===== config.mk =====
export PLATFORM = sky130hd
export DESIGN_NAME = ldc_sequencer
export DESIGN_NICKNAME = d
export VERILOG_FILES = /design/src/rtl/ldc_sequencer.sv
export SDC_FILE = /design/constraint.sdc
export NUM_CORES = 1
export LEC_CHECK = 0
export BUFFER_PORTS_ARGS = -buffer_cell sky130_fd_sc_hd__buf_4
export CAP_MARGIN = 40
export CORE_AREA = 2 2 50 52
export DETAILED_ROUTE_END_ITERATION = 7
export DIE_AREA = 0 0 52 54
export HOLD_SLACK_MARGIN = 0.08
export PLACE_DENSITY = 0.77
export SLEW_MARGIN = 20
export SYNTH_ARGS = -nofsm -noshare
export SYNTH_HDL_FRONTEND = slang
export SYNTH_SLANG_ARGS = --single-unit

===== constraint.sdc =====
create_clock -name clk -period 2.2 [get_ports clk]
set_input_delay 0.22 -clock clk [delete_from_list [all_inputs] [get_ports clk]]
set_output_delay 0.22 -clock clk [all_outputs]
set_load 0.01 [all_outputs]

===== src/rtl/ldc_sequencer.sv =====
module ldc_sequencer #(
  parameter int DW = 8,
  parameter int IW = 16,
  parameter int OPW = 4,
  parameter int RW = 3,
  parameter logic [3:0] OP_LDC = 4'hC,
  parameter logic [3:0] OP_MOV = 4'h1
) (
  input  logic          clk,
  input  logic          rst_n,
  input  logic [IW-1:0] instr_i,
  input  logic [DW-1:0] src_val_i,
  input  logic          cond_ok_i,
  input  logic          irq_i,
  output logic [DW-1:0] pmem_addr_o,
  output logic [DW-1:0] pc_o,
  output logic [OPW-1:0] opcode_o,
  output logic [RW-1:0] dst_idx_o,
  output logic          dst_we_o,
  output logic [DW-1:0] byte_o
);
  localparam int OP_LSB  = IW - OPW;
  localparam int SEL_BIT = OP_LSB - 1;
  localparam int DST_LSB = SEL_BIT - RW;

  logic [DW-1:0]  pc_q, pc_next;
  logic           ldc_q, sel_q;
  logic [RW-1:0]  dst_q;
  logic [OPW-1:0] op_live;
  logic           is_ldc, ldc_go, pc_hold;

  assign op_live = instr_i[IW-1 -: OPW];
  assign is_ldc  = !ldc_q && (op_live == OP_LDC[OPW-1:0]);
  assign ldc_go  = is_ldc && cond_ok_i && !irq_i;
  assign pc_hold = irq_i || ldc_go;
  assign pc_next = pc_hold ? pc_q : pc_q + 1'b1;

  assign pmem_addr_o = !rst_n ? '0 : (ldc_go ? src_val_i : pc_next);
  assign pc_o        = pc_q;
  assign opcode_o    = ldc_q ? OP_MOV[OPW-1:0] : op_live;
  assign dst_idx_o   = ldc_q ? dst_q : instr_i[DST_LSB +: RW];
  assign dst_we_o    = rst_n && !irq_i && (ldc_q || (!is_ldc && cond_ok_i));
  assign byte_o      = (ldc_q && sel_q) ? instr_i[IW-1 -: DW] : instr_i[DW-1:0];

  always_ff @(posedge clk or negedge rst_n) begin
    if (!rst_n) begin
      pc_q  <= '0;
      ldc_q <= 1'b0;
      sel_q <= 1'b0;
      dst_q <= '0;
    end else begin
      pc_q  <= pc_next;
      ldc_q <= ldc_go;
      if (ldc_go) begin
        sel_q <= instr_i[SEL_BIT];
        dst_q <= instr_i[DST_LSB +: RW];
      end
    end
  end
endmodule


==> flow_summary.ini <==
[synthesis]
synth_top_area_share_pct = 33.2
synth-adder-area-share_pct = 1.28
synth_edf_count = 0
synth_flop_cell = dfrtp_1
synth_cell_type_count = 32
synth-simple-area-share_pct = 23.2
synth.avg_cell_area_um2 = 9.17
synth_fp_nets = 136
synth_area_leaders = dfrtp_1, mux2_2, nand2_1, xor2_1, a21oi_1
synth_xor_area_share_pct = 7.14
synth_area_leader_cell = dfrtp_1
syn_area_um2 = 981
synth-async-reset-ratio_pct = 100
ys_ff_latch = 13
ys_top_cells_by_count = nand2_1, dfrtp_1, mux2_2
ys_warn_count = 0
netlist_instances = 107
synth_compound_gate_area_share_pct = 17.0
seq_area_frac_synth_pct = 33.2
synth_top_family_by_area = simple AND/OR/NAND/NOR gates
synthMostInstantiatedCell = nand2_1
synthMuxAreaShare_pct = 14.9

[drt]
via_count = 1042
viasPerCell = 5.18
drt-total-wl_um = 2680
wl_per_cell_um = 13.3
drt_pass1_iterations = 4
initialDrtViolationCount = 18
ant_nets = 0
drc = 0

[clocking]
clk_path_buf_depth = 2
cts.sink_count = 13
tritoncts = done
htreeDepth = 1
cts_root_buf = clkbuf_4
clk_latency_ns = 0.29
cts_buffers = 3
cts.reportedPaths.clkPinSlew_ns = 0.09

[setup_path]
path_class = reg -> out
cp-start-kind = flip-flop
slowest_delay_ns = 0.44
path_cells = nand3_2, or3_4, or3_1, a31oi_1, buf_4
slowest_stage = dfrtp_2
crit_family = simple AND/OR/NAND/NOR gates
arrival_ns = 1.90
critPathCaptureType = output pin
cp_max_fo = 6
path_buf_inv = 1
crit_cells = 5
cp.required_ns = 1.98
reg2reg_depth = 3

[die]
core.rowCount = 18
ios = 60
core_area_um2 = 2320
initial_core_util_pct = 42.3
dieArea_um2 = 2810
die_x_um = 52
fp.dieH_um = 54

[placement]
portBuffers = 59
dpl.hpwl_um = 2060
dp_cells = 194
post-place-ws_ns = 0.306
gp_congestion = 0.822

[pwr]
switchingPower_mw = 0.473
p_leak_nw = 0.750
pwr-share-comb_pct = 50.2
clock_power_share_pct = 12.8
netSwitchingFraction_pct = 39.4
p_int_mw = 0.729
max-vdd-ir-drop_mv = 0.432
power_frac_seq_pct = 37.0
pwr_density_cell_nw_per_um2 = 793
p_total_mw = 1.20

[global_route]
grt_pass1_wl_um = 4220
grtUsageTotal_pct = 20.2
grt_pass1_vias = 982
gr-total-overflow = 0
antenna_found_initial = 0
grt_max_degree = 22

[layout]
area_growth_pct = 54.6
final_core_utilization_pct = 65.4
layout.cells.non_filler = 201
n_antenna_cell = 0
fin_nets = 201
drive_gt1_share_pct = 53.2

[timing]
tightestPinTransition_ns = 0.462
slew_viol_final = 0
period_share_pct = 96.3
fin_worst_skew_ns = 0.0136
finalCriticalPeriod_ns = 2.12
hold_violations = 0
slew_headroom_pct = 69.2
setup_viol = 0
fmax_ghz = 0.472
setup_ws_ns = 0.0813
fin_tns_setup_ns = 0

[min_path]
min_path_cells = 3
hold_class = in -> reg

[run_status]
status = finished, final reports clean

[flow_run]
maxCapViolCount = 0
[logic make-up (layout without fill, tap and decap cells)]
logic type                 count (synthesis)  count (layout)
AOI/OAI and AO/OA                         23              23
xor gates and xnor gates                   8               8
adders and majority gates                  1               1
buffers and inverters                      6              70
DFF                                       13              13
muxes                                     13              13
and+or+nand+nor                           43              43
[worst paths after layout]
check                            from              to  slack (ns)
hold reg to reg              dst_q[1]        dst_q[1]        0.49
setup / recovery              pc_o[2]  pmem_addr_o[5]        0.08
setup reg to reg                ldc_q         pc_o[1]        0.66
hold / removal             instr_i[9]        dst_q[1]        0.13
min in group asynchronous       rst_n         pc_o[4]        0.33
max in group asynchronous       rst_n         pc_o[0]        1.64
[power by group through the flow]
stage	logic [mW]	clock network [mW]	registers, mW
detailed placement	0.574	0	0.447
floorplan	0.272	0	0.455
global placement	0.572	0	0.444
global route	0.669	0.172	0.462
finish	0.604	0.153	0.445
CTS	0.583	0.159	0.445
[worst register-to-register path, stage by stage (launching register included)]
cell	delay (ns)
dfrtp_2	0.41
and3b_1	0.28
a21oi_1	0.35
mux2_2	0.38
[metal layers]
layer,wire [um],global-route usage (%),vias to the layer above
met5,0,0,-
met4,38,9.21,0
met3,195,3.61,5
met2,1350,34.8,48
met1,1100,24.6,477
li1,-,-,512
[repair_timing]
action / 4_1_cts / 5_1_grt
pin swaps: 0 / 2
hold endpoints to repair: 13 / 0
buffers inserted: 0 / 2
endpoints found under the setup margin: 1 / 2
hold buffers: 1 / 0
cloned: 0 / 0
resized for setup: 2 / 6
[stage by stage]
| step | area (um^2) | hold slack, ns |
|---|---|---|
| finish | 1520 | 0.131 |
| global route | 1520 | 0.145 |
| CTS | 1490 | 0.128 |
| detailed placement | 1450 | 0.104 |
| global placement | 1450 | 0.0966 |
| floorplan | 981 | -0.0756 |
[state kept, by name, summed over array words and instances (netlist names)]
register	flops
pc_o	8
dst_q	3
ldc_q	1
sel_q	1
[layout make-up]
| type | instances | area, um^2 |
|---|---|---|
| timing repair buffer | 63 | 475 |
| inverter | 3 | 11.3 |
| clock inverter | 1 | 5.00 |
| fill | 198 | 803 |
| tap | 30 | 37.5 |
| multi-input combinational | 88 | 636 |
| sequential | 13 | 329 |
| clock buffer | 3 | 22.5 |
[cell usage in the layout, fill, tap and decap left out, types with 3 or more instances in the layout]
cell / count
clkbuf_4: 3
a31oi_1: 3
nor2b_1: 3
nor2_1: 4
dfrtp_2: 3
o21ai_0: 4
buf_4: 62
dfrtp_1: 10
nand2_1: 22
xor2_1: 7
a21oi_1: 6
mux2_2: 13
Note: power is estimated with default switching activity, not from simulation.
